--- src/rtl/txbd_pkg.sv ---
package txbd_pkg;
  localparam int BUS_AW = 12;
  localparam int RES_W  = 9;

  localparam logic [BUS_AW-1:0] OFF_CTRL = 12'h000;
  localparam logic [BUS_AW-1:0] OFF_SRC  = 12'h004;
  localparam logic [BUS_AW-1:0] OFF_MSK  = 12'h008;
  localparam logic [BUS_AW-1:0] OFF_CNT  = 12'h00C;

  localparam int CTRL_TXEN = 1;
  localparam int ST_READY  = 15;
  localparam int ST_IRQ    = 14;
  localparam int ST_WRAP   = 13;
  localparam int ST_PAD    = 12;
  localparam int ST_CRC    = 11;
  localparam int RES_LC    = 2;
  localparam int RES_RL    = 3;
  localparam int RES_UR    = 8;

  typedef enum logic [1:0] {W_FETCH, W_CHECK, W_SEND, W_WB} walk_state_e;

  function automatic logic result_is_error(input logic [RES_W-1:0] r);
    return r[RES_RL] | r[RES_LC] | r[RES_UR];
  endfunction
endpackage

--- src/rtl/txbd_ram.sv ---
module txbd_ram #(
  parameter int DEPTH = 16,
  parameter int WIDTH = 32,
  localparam int AW = $clog2(DEPTH)
) (
  input  logic             clk,
  input  logic             we,
  input  logic [AW-1:0]    waddr,
  input  logic [WIDTH-1:0] wdata,
  input  logic [AW-1:0]    ra_addr,
  input  logic [AW-1:0]    rb_addr,
  output logic [WIDTH-1:0] ra_q,
  output logic [WIDTH-1:0] rb_q
);
  logic [WIDTH-1:0] mem [DEPTH];

  always_ff @(posedge clk) begin
    if (we) mem[waddr] <= wdata;
    ra_q <= mem[ra_addr];
    rb_q <= mem[rb_addr];
  end
endmodule

--- src/rtl/txbd_regs.sv ---
module txbd_regs import txbd_pkg::*; #(
  parameter int NUM_BD = 16,
  localparam int CNT_W = $clog2(NUM_BD + 1)
) (
  input  logic              clk,
  input  logic              rst,
  input  logic              we,
  input  logic [BUS_AW-1:0] addr,
  input  logic [31:0]       wdata,
  input  logic              evt_valid,
  input  logic              evt_err,
  output logic              tx_en,
  output logic [CNT_W-1:0]  tx_cnt,
  output logic              irq,
  output logic [31:0]       rdata
);
  logic [1:0] src, msk, src_clr, src_set, src_next;

  always_comb begin
    src_clr  = (we && addr == OFF_SRC) ? wdata[1:0] : 2'b00;
    src_set  = evt_valid ? (evt_err ? 2'b10 : 2'b01) : 2'b00;
    src_next = (src & ~src_clr) | src_set;
  end

  always_ff @(posedge clk) begin
    if (rst) begin
      tx_en  <= 1'b0;
      tx_cnt <= '0;
      msk    <= '0;
      src    <= '0;
      rdata  <= '0;
    end else begin
      src <= src_next;
      if (we && addr == OFF_CTRL) tx_en <= wdata[CTRL_TXEN];
      if (we && addr == OFF_MSK)  msk   <= wdata[1:0];
      if (we && addr == OFF_CNT)
        tx_cnt <= (wdata > 32'(NUM_BD)) ? CNT_W'(NUM_BD) : wdata[CNT_W-1:0];
      case (addr)
        OFF_CTRL: rdata <= 32'(tx_en) << CTRL_TXEN;
        OFF_SRC:  rdata <= 32'(src);
        OFF_MSK:  rdata <= 32'(msk);
        OFF_CNT:  rdata <= 32'(tx_cnt);
        default:  rdata <= '0;
      endcase
    end
  end

  assign irq = |(src & msk);

  p_cnt_bound_r3: assert property (@(posedge clk) disable iff (rst)
    32'(tx_cnt) <= 32'(NUM_BD));
  p_sent_set_r8: assert property (@(posedge clk) disable iff (rst)
    $rose(src[0]) |-> $past(evt_valid && !evt_err));
  p_err_set_r10: assert property (@(posedge clk) disable iff (rst)
    $rose(src[1]) |-> $past(evt_valid && evt_err));
  p_w1c_r9: assert property (@(posedge clk) disable iff (rst)
    $fell(src[0]) |-> $past(we && addr == OFF_SRC && wdata[0]));
endmodule

--- src/rtl/txbd_walker.sv ---
module txbd_walker import txbd_pkg::*; #(
  parameter int NUM_BD = 16,
  localparam int IDX_W = $clog2(NUM_BD),
  localparam int CNT_W = $clog2(NUM_BD + 1)
) (
  input  logic             clk,
  input  logic             rst,
  input  logic             tx_en,
  input  logic [CNT_W-1:0] tx_cnt,
  input  logic [31:0]      st_q,
  input  logic [31:0]      ad_q,
  input  logic             host_st_wr,
  input  logic             tx_done,
  input  logic [RES_W-1:0] tx_result,
  output logic [IDX_W-1:0] cur_idx,
  output logic             wb_we,
  output logic [31:0]      wb_data,
  output logic             tx_req,
  output logic [31:0]      tx_addr,
  output logic [15:0]      tx_len,
  output logic             tx_pad,
  output logic             tx_crc,
  output logic             evt_valid,
  output logic             evt_err
);
  walk_state_e      state;
  logic [31:0]      word;
  logic [RES_W-1:0] res;
  logic             last;

  assign last    = (CNT_W'(cur_idx) == tx_cnt - CNT_W'(1));
  assign wb_we   = (state == W_WB) && !host_st_wr;
  assign wb_data = {word[31:16], 1'b0, word[14:RES_W], res};
  assign evt_valid = wb_we && word[ST_IRQ];
  assign evt_err   = result_is_error(res);

  always_ff @(posedge clk) begin
    if (rst) begin
      state   <= W_FETCH;
      cur_idx <= '0;
      tx_req  <= 1'b0;
      word    <= '0;
      res     <= '0;
      tx_addr <= '0;
      tx_len  <= '0;
      tx_pad  <= 1'b0;
      tx_crc  <= 1'b0;
    end else begin
      case (state)
        W_FETCH: state <= W_CHECK;
        W_CHECK: begin
          if (CNT_W'(cur_idx) >= tx_cnt) begin
            cur_idx <= '0;
            state   <= W_FETCH;
          end else if (tx_en && st_q[ST_READY]) begin
            word    <= st_q;
            tx_addr <= ad_q;
            tx_len  <= st_q[31:16];
            tx_pad  <= st_q[ST_PAD];
            tx_crc  <= st_q[ST_CRC];
            tx_req  <= 1'b1;
            state   <= W_SEND;
          end else begin
            state <= W_FETCH;
          end
        end
        W_SEND: begin
          if (tx_done) begin
            res    <= tx_result;
            tx_req <= 1'b0;
            state  <= W_WB;
          end
        end
        W_WB: begin
          if (!host_st_wr) begin
            cur_idx <= (word[ST_WRAP] || last) ? '0 : cur_idx + IDX_W'(1);
            state   <= W_FETCH;
          end
        end
        default: state <= W_FETCH;
      endcase
    end
  end

  p_req_held_r6: assert property (@(posedge clk) disable iff (rst)
    tx_req && !tx_done |=> tx_req);
  p_fields_stable_r6: assert property (@(posedge clk) disable iff (rst)
    tx_req && !tx_done |=> $stable(tx_addr) && $stable(tx_len) && $stable(tx_pad) && $stable(tx_crc));
  p_req_drop_r6: assert property (@(posedge clk) disable iff (rst)
    tx_req && tx_done |=> !tx_req);
  p_start_needs_en_r4: assert property (@(posedge clk) disable iff (rst)
    $rose(tx_req) |-> $past(tx_en));
  p_start_in_ring_r13: assert property (@(posedge clk) disable iff (rst)
    $rose(tx_req) |-> (CNT_W'($past(cur_idx)) < $past(tx_cnt)));
endmodule

--- src/rtl/txbd_engine.sv ---
module txbd_engine import txbd_pkg::*; #(
  parameter int NUM_BD = 16
) (
  input  logic              clk,
  input  logic              rst,
  input  logic              bus_we,
  input  logic [BUS_AW-1:0] bus_addr,
  input  logic [31:0]       bus_wdata,
  output logic [31:0]       bus_rdata,
  output logic              tx_req,
  output logic [31:0]       tx_addr,
  output logic [15:0]       tx_len,
  output logic              tx_pad,
  output logic              tx_crc,
  input  logic              tx_done,
  input  logic [RES_W-1:0]  tx_result,
  output logic              irq
);
  localparam int IDX_W = $clog2(NUM_BD);
  localparam int CNT_W = $clog2(NUM_BD + 1);

  logic             in_tbl, word_sel, ent_ok, host_st_wr, host_ad_wr, reg_we;
  logic [6:0]       ent;
  logic [IDX_W-1:0] host_idx, cur_idx;
  logic             rd_tbl_q, rd_word_q, rd_ok_q;
  logic [31:0]      st_host_q, ad_host_q, st_eng_q, ad_eng_q, reg_rdata;
  logic             tx_en, wb_we, evt_valid, evt_err;
  logic [CNT_W-1:0] tx_cnt;
  logic [31:0]      wb_data;
  logic             st_we;
  logic [IDX_W-1:0] st_waddr;
  logic [31:0]      st_wdata;

  assign in_tbl     = (bus_addr[11:10] == 2'b01);
  assign ent        = bus_addr[9:3];
  assign word_sel   = bus_addr[2];
  assign ent_ok     = (ent < 7'(NUM_BD));
  assign host_idx   = ent[IDX_W-1:0];
  assign host_st_wr = bus_we && in_tbl && ent_ok && !word_sel;
  assign host_ad_wr = bus_we && in_tbl && ent_ok && word_sel;
  assign reg_we     = bus_we && !in_tbl;

  assign st_we    = host_st_wr || wb_we;
  assign st_waddr = host_st_wr ? host_idx : cur_idx;
  assign st_wdata = host_st_wr ? bus_wdata : wb_data;

  txbd_ram #(.DEPTH(NUM_BD), .WIDTH(32)) u_status (
    .clk(clk), .we(st_we), .waddr(st_waddr), .wdata(st_wdata),
    .ra_addr(host_idx), .rb_addr(cur_idx), .ra_q(st_host_q), .rb_q(st_eng_q));

  txbd_ram #(.DEPTH(NUM_BD), .WIDTH(32)) u_bufaddr (
    .clk(clk), .we(host_ad_wr), .waddr(host_idx), .wdata(bus_wdata),
    .ra_addr(host_idx), .rb_addr(cur_idx), .ra_q(ad_host_q), .rb_q(ad_eng_q));

  txbd_regs #(.NUM_BD(NUM_BD)) u_regs (
    .clk(clk), .rst(rst), .we(reg_we), .addr(bus_addr), .wdata(bus_wdata),
    .evt_valid(evt_valid), .evt_err(evt_err), .tx_en(tx_en), .tx_cnt(tx_cnt),
    .irq(irq), .rdata(reg_rdata));

  txbd_walker #(.NUM_BD(NUM_BD)) u_walker (
    .clk(clk), .rst(rst), .tx_en(tx_en), .tx_cnt(tx_cnt),
    .st_q(st_eng_q), .ad_q(ad_eng_q), .host_st_wr(host_st_wr),
    .tx_done(tx_done), .tx_result(tx_result), .cur_idx(cur_idx),
    .wb_we(wb_we), .wb_data(wb_data), .tx_req(tx_req), .tx_addr(tx_addr),
    .tx_len(tx_len), .tx_pad(tx_pad), .tx_crc(tx_crc),
    .evt_valid(evt_valid), .evt_err(evt_err));

  always_ff @(posedge clk) begin
    if (rst) begin
      rd_tbl_q  <= 1'b0;
      rd_word_q <= 1'b0;
      rd_ok_q   <= 1'b0;
    end else begin
      rd_tbl_q  <= in_tbl;
      rd_word_q <= word_sel;
      rd_ok_q   <= ent_ok;
    end
  end

  always_comb begin
    if (!rd_tbl_q)     bus_rdata = reg_rdata;
    else if (!rd_ok_q) bus_rdata = '0;
    else               bus_rdata = rd_word_q ? ad_host_q : st_host_q;
  end

  p_no_wb_while_req_r7: assert property (@(posedge clk) disable iff (rst)
    wb_we |-> !tx_req);
endmodule

--- config.mk ---
export PLATFORM = sky130hd
export DESIGN_NAME = txbd_engine
export DESIGN_NICKNAME = d
export VERILOG_FILES = /design/src/rtl/txbd_pkg.sv /design/src/rtl/txbd_ram.sv /design/src/rtl/txbd_regs.sv /design/src/rtl/txbd_walker.sv /design/src/rtl/txbd_engine.sv
export SDC_FILE = /design/constraint.sdc
export NUM_CORES = 2
export LEC_CHECK = 0
export ABC_AREA = 0
export BUFFER_PORTS_ARGS = -buffer_cell sky130_fd_sc_hd__buf_2
export CORE_AREA = 2 2 435 437
export DETAILED_ROUTE_END_ITERATION = 10
export DIE_AREA = 0 0 437 439
export GPL_TIMING_DRIVEN = 0
export SLEW_MARGIN = 20
export SYNTH_ARGS = -nofsm -noshare
export SYNTH_HDL_FRONTEND = slang
export SYNTH_SLANG_ARGS = --single-unit
--- constraint.sdc ---
create_clock -name clk -period 5.5 [get_ports clk]
set_clock_uncertainty 0.2 [all_clocks]
set_input_delay 1.1 -clock clk [delete_from_list [all_inputs] [get_ports clk]]
set_output_delay 1.1 -clock clk [all_outputs]
set_load 0.01 [all_outputs]
Yosys cells after proc, flatten, opt, wreduce, memory -nomap -nowiden. Memory sizes are Yosys's and may differ from the RTL's. A register that Yosys moved wholly into a read port is not among the register bits. Index checks and enable logic that the tools add are counted.

$add $sub $neg: 2. Multipliers: 0. Divide/modulo/power cells: 0. Order comparisons: 3. Equality and inequality tests: 13. Shift operators: 0. Multiplexer cells: 27. Bitwise logic cells: 7. Reduce and logical (&&, ||, !) cells: 27.

Operator list (count): $mux W32 (4); $gt A32 B5 Y1 const B (1); $eq A12 B4 Y1 const B (2); $pmux W5 S4 (1); $mux W4 (4); $mux W2 (7); $eq A12 B3 Y1 const B (1); $logic_and A1 B1 Y1 (12); $logic_not A12 Y1 (1); $pmux W2 S4 (1); $pmux W4 S2 (1); $lt A7 B5 Y1 const B (1); $mux W1 (7); $ne A2 B2 Y1 const B (3); $reduce_and A3 Y1 (2); $eq A4 B5 Y1 (1); $ge A4 B5 Y1 (1); $mux W5 (1); $sub A5 B1 Y5 const B (1); $add A4 B1 Y4 const B (1); $and A2 B2 Y2 (2); $eq A2 B1 Y1 const B (2); $eq A2 B2 Y1 const B (2); $ne A2 B1 Y1 const B (2); 12 further kinds (18).

Register bits: 143. Latch bits: 0. Bits in writable memories: 1024. Memory bits (read-only): 0. Bits of input ports: 57. Output and inout bits: 84. Word-level logic and storage cells: 98. Memories kept: 2.

Memory list: u_bufaddr.mem (words 16, width 32, rd ports 2, clocked after memory_dff 2, write ports 1, RTL line txbd_ram.sv:15) `logic [WIDTH-1:0] mem [DEPTH];`; u_status.mem (words 16, width 32, rd ports 2, clocked after memory_dff 2, write ports 1, RTL line txbd_ram.sv:15).

Logic depth before layout (Yosys ltp).
Depth after elaboration: 9. Mapped depth: 11. Mapped depth without buffers: 7.

Hierarchy. A second synthesis with hierarchy kept.

Cell total of the unflattened synthesis: 2853. Area total of the unflattened synthesis: 53622.7 um^2.

Modules (own cells, without submodules): txbd_ram at u_bufaddr (times used 1, cells an instance 1141, area each 24204.5 um^2, sequential area each 16656.0 um^2); txbd_ram at u_status (times used 1, cells an instance 1141, area each 24186.9 um^2, sequential area each 16656.0 um^2); txbd_walker (times used 1, cells an instance 305, area each 2946.6 um^2, sequential area each 1401.3 um^2); txbd_engine (times used 1, cells an instance 161, area each 1327.5 um^2, sequential area each 60.1 um^2); txbd_regs (times used 1, cells an instance 105, area each 957.2 um^2, sequential area each 300.3 um^2).

Worst setup path before layout. No wires, ideal clock.

Path kind: input -> register. Start point: in bus_addr[7]. End point: mem u_status.mem[2][0], enable pin. Library setup time: 0.421 ns. Data arrival time: 4.060 ns. Required time: 4.879 ns. Path slack: 0.819 ns. Stages on the path: 8. Buffers on the path: 3. Cell sequence: or4b_1 -> buf_2 -> or3_2 -> clkbuf_1 -> clkbuf_1 -> nor2_1 -> a21oi_1 -> nor2_1.

Longest elaborated chain between the ends: 8. Elaborated cells between the ends (all ways): 9. Classes of those cells: order compare (1); mux (3); reduce/logical (5).

Ends and longest elaborated chain: start, declared (RTL line txbd_engine.sv:7) `input logic [BUS_AW-1:0] bus_addr,`; $lt A7 B5 Y1 (*) (RTL line txbd_engine.sv:37) `assign ent_ok = (ent < 7'(NUM_BD));`; $logic_and A1 B1 Y1 (*) (2 in a row) (RTL line txbd_engine.sv:39) `assign host_st_wr = bus_we && in_tbl && ent_ok && !word_sel;`; $logic_not A1 Y1 (RTL line txbd_walker.sv:32) `assign wb_we = (state == W_WB) && !host_st_wr;`; $logic_and A1 B1 Y1 (RTL line txbd_walker.sv:32); $logic_or A1 B1 Y1 (RTL line txbd_engine.sv:43) `assign st_we = host_st_wr || wb_we;`; $mux W1 (RTL line txbd_ram.sv:18) `if (we) mem[waddr] <= wdata;`; $mux W1 (not written as such) (RTL line txbd_ram.sv:18); end, declared (RTL line txbd_ram.sv:15).

Every way passes the cells marked *; elsewhere a longest branch is shown, timed or not.

Final worst setup path.
Start point: in bus_addr[4]. End point: mem u_status.mem[5][14], enable pin.

Longest elaborated chain between the ends: 8. Elaborated cells between the ends (all ways): 9. Classes of those cells: order compare (1); mux (3); reduce/logical (5).

Ends and longest elaborated chain (RTL line): $lt A7 B5 Y1 (txbd_engine.sv:37); $logic_and A1 B1 Y1 (2 in a row) (txbd_engine.sv:39); $logic_not A1 Y1 (txbd_walker.sv:32); $logic_and A1 B1 Y1 (txbd_walker.sv:32); $logic_or A1 B1 Y1 (txbd_engine.sv:43); $mux W1 (txbd_ram.sv:18); $mux W1 (not written as such) (txbd_ram.sv:18).

Several ways; a longest one is shown, not always the timed one.

==> results.yml <==
logic_synthesis:
  syn_area_um2: 52100
  synth_seq_cells: 1231
  synth_edf_count: 1024
  synth_seq_area_share: 0.670
  ys_types: 53
  ys_warn_count: 0
  synthArstFlopShare: 0
  synthCells: 2566
  synth_nets: 2629
  synth_area_leaders: "edfxtp_1, mux4_2, dfxtp_1"
  yosys.area.top_type: "edfxtp_1"
  synth_top_area_frac: 0.590
  synth_ff_type: "edfxtp_1"
  synth.avg_cell_area_um2: 20.3
final_layout:
  final_layout_size_suffix_gt1_frac: 0.371
  layout_commonest_cell: "edfxtp_1"
  final_net_count: 2965
  layout_common_cells: "edfxtp_1, mux4_2, dfxtp_1"
  area_growth_pct: 19.0
  finalNonFillerCells: 5512
  fin_area_um2: 62000
sta:
  hold_viol_final: 0
  tns_ns: 0
  period_share: 0.951
  final.min_clock_period_ns: 5.23
  max_freq_ghz: 0.191
  slew_headroom: 0.133
  rsz0062_at_grt: "false"
  slew_viol_final: 0
  tightest_slew_ns: 1.30
  holdWs_ns: 0.250
  setup_violations: 0
routing:
  drc_errors: 0
  drt_iter0_drc: 3975
  via_count: 29500
  via_per_inst: 5.34
  wire_per_inst_um: 31.4
  drt_pass1_iterations: 6
  postRouteAntennaNets: 0
  drt_wl_total_um: 173000
global_route:
  grt_pass1_vias: 29300
  antenna_found_initial: 24
  grt_max_degree: 23
  overflow: 0
  grt_util_all_layers: 0.178
  grt_pass1_wl_um: 236000
setup_path:
  cp_max_fo: 13
  cp.arrival_ns: 5.52
  worstSetupPathType: "in2reg"
  cp.required_ns: 5.79
  startpoint_type: "input port"
  crit_start: "bus_addr[4]"
  cp-end-kind: "flip-flop"
  r2r_start: "u_walker.cur_idx[0]"
place:
  hpwl_um: 122000
  place_inst: 5265
  gp_congestion: 0.877
  place_area_um2: 57800
  port_buffers: 138
outcome:
  outcome: "completed"
flow_run:
  maxCapViolCount: 0
cts:
  ctsHtreeMaxLevel: 4
  root_buffer: "clkbuf_16"
  cts_buffers: 130
  path_clk_slew_ns: 0.06
  clock-sinks: 1231
  cts_tree: "done"
  postCtsSetupBuffers: 0
  clockBufferDepth: 3
  cts_hold_buf: 0
  cts_resized: 0
  clk_latency_ns: 0.77
power:
  powerDensity_nw_per_um2: 316
  vdd_drop_max_uv: 270
  power_w: 0.0196
  cellLeakagePower_nw: 19.6
floorplan:
  start_util: 0.279
  core_um2: 187000
  die_w_um: 437
  io_pins: 141
  dieArea_um2: 192000
  row_count: 159
  fp.dieH_um: 439
worst_hold_path:
  hold_path.startpoint: "u_status.rb_q[16]"
  holdCritPathClass: "reg2reg"
## registers in the layout, summed over array words and instances (netlist names), 9 cells and up, named ones only
register / cells
u_bufaddr.mem: 512
u_status.rb_q: 23
u_status.ra_q: 32
u_status.mem: 512
u_walker.tx_addr: 32
u_walker.word: 22
u_walker.res: 9
u_bufaddr.ra_q: 32
u_bufaddr.rb_q: 32
## cell families (layout without fill, tap and decap cells)
logic type / count (synthesis) / after routing / share of synthesized area
other: 0 / 7 / 0
and+or+nand+nor: 307 / 307 / 0.0262
xor gates and xnor gates: 2 / 2 / 0.000624
AOI/OAI and AO/OA: 155 / 155 / 0.0171
adders and majority gates: 6 / 6 / 0.00144
muxes: 641 / 641 / 0.266
DFF: 1231 / 1231 / 0.670
buffers and inverters: 224 / 668 / 0.0185
## layout make-up
| cell class | count | area (µm²) |
|---|---|---|
| Buffer | 205 | 946 |
| Clock buffer | 185 | 3640 |
| Timing Repair Buffer | 204 | 2260 |
| Clock inverter | 55 | 542 |
| Multi-Input combinational cell | 1111 | 16500 |
| Antenna cell | 7 | 17.5 |
| Tap cell | 2495 | 3120 |
| Inverter | 19 | 71.3 |
| Fill cell | 17600 | 125000 |
| Sequential cell | 1231 | 34900 |
## power by group
group | total (W) | switching, W | internal (W) | leakage (nW)
clock network | 0.00871 | 0.00373 | 0.00498 | 2.04
registers | 0.0101 | 0.0000541 | 0.0101 | 11.2
logic | 0.000777 | 0.000492 | 0.000285 | 6.29
total | 0.0196 | 0.00427 | 0.0153 | 19.6
## metal layers
metal | vias to the layer above | GRT usage | routed length (µm)
met5 | - | 0 | 21
met4 | 4 | 0.0873 | 8950
met1 | 15700 | 0.221 | 64300
li1 | 11600 | - | -
met3 | 412 | 0.0443 | 16500
met2 | 1754 | 0.290 | 83300
## critical path: stages
cell and delay, ns:
buf_2 0.09, clkbuf_1 0.95, buf_1 0.92, clkbuf_1 0.73, inv_1 0.14, a31oi_1 0.82
nor2_4 0.28, buf_16 0.27, buf_16 0.17
## Yosys cell counts, drive strengths merged, types with 19 or more instances
cell type,instances
mux2i,45
nor2,88
a21oi,64
nand2,103
mux4,596
o21ai,58
nand3,62
edfxtp,1024
dfxtp,207
buf,77
clkbuf,128
inv,19
## worst paths after layout
kind,endpoint,slack (ns),depth (start not counted)
setup reg to reg,u_walker.word[17],0.37,11
hold reg to reg,u_walker.word[16],0.25,2
setup / recovery,u_status.mem[5][14],0.27,9
hold / removal,u_walker.word[16],0.25,2
## through the flow
step / worst slack, ns / util
floorplan: 0.819 / -
global placement: -2.73 / 0.299
detailed placement: -0.273 / 0.309
CTS: 0.454 / 0.331
global route: 0.159 / 0.331
finish: 0.269 / 0.332
No activity file was read; power rests on OpenSTA's default activity.
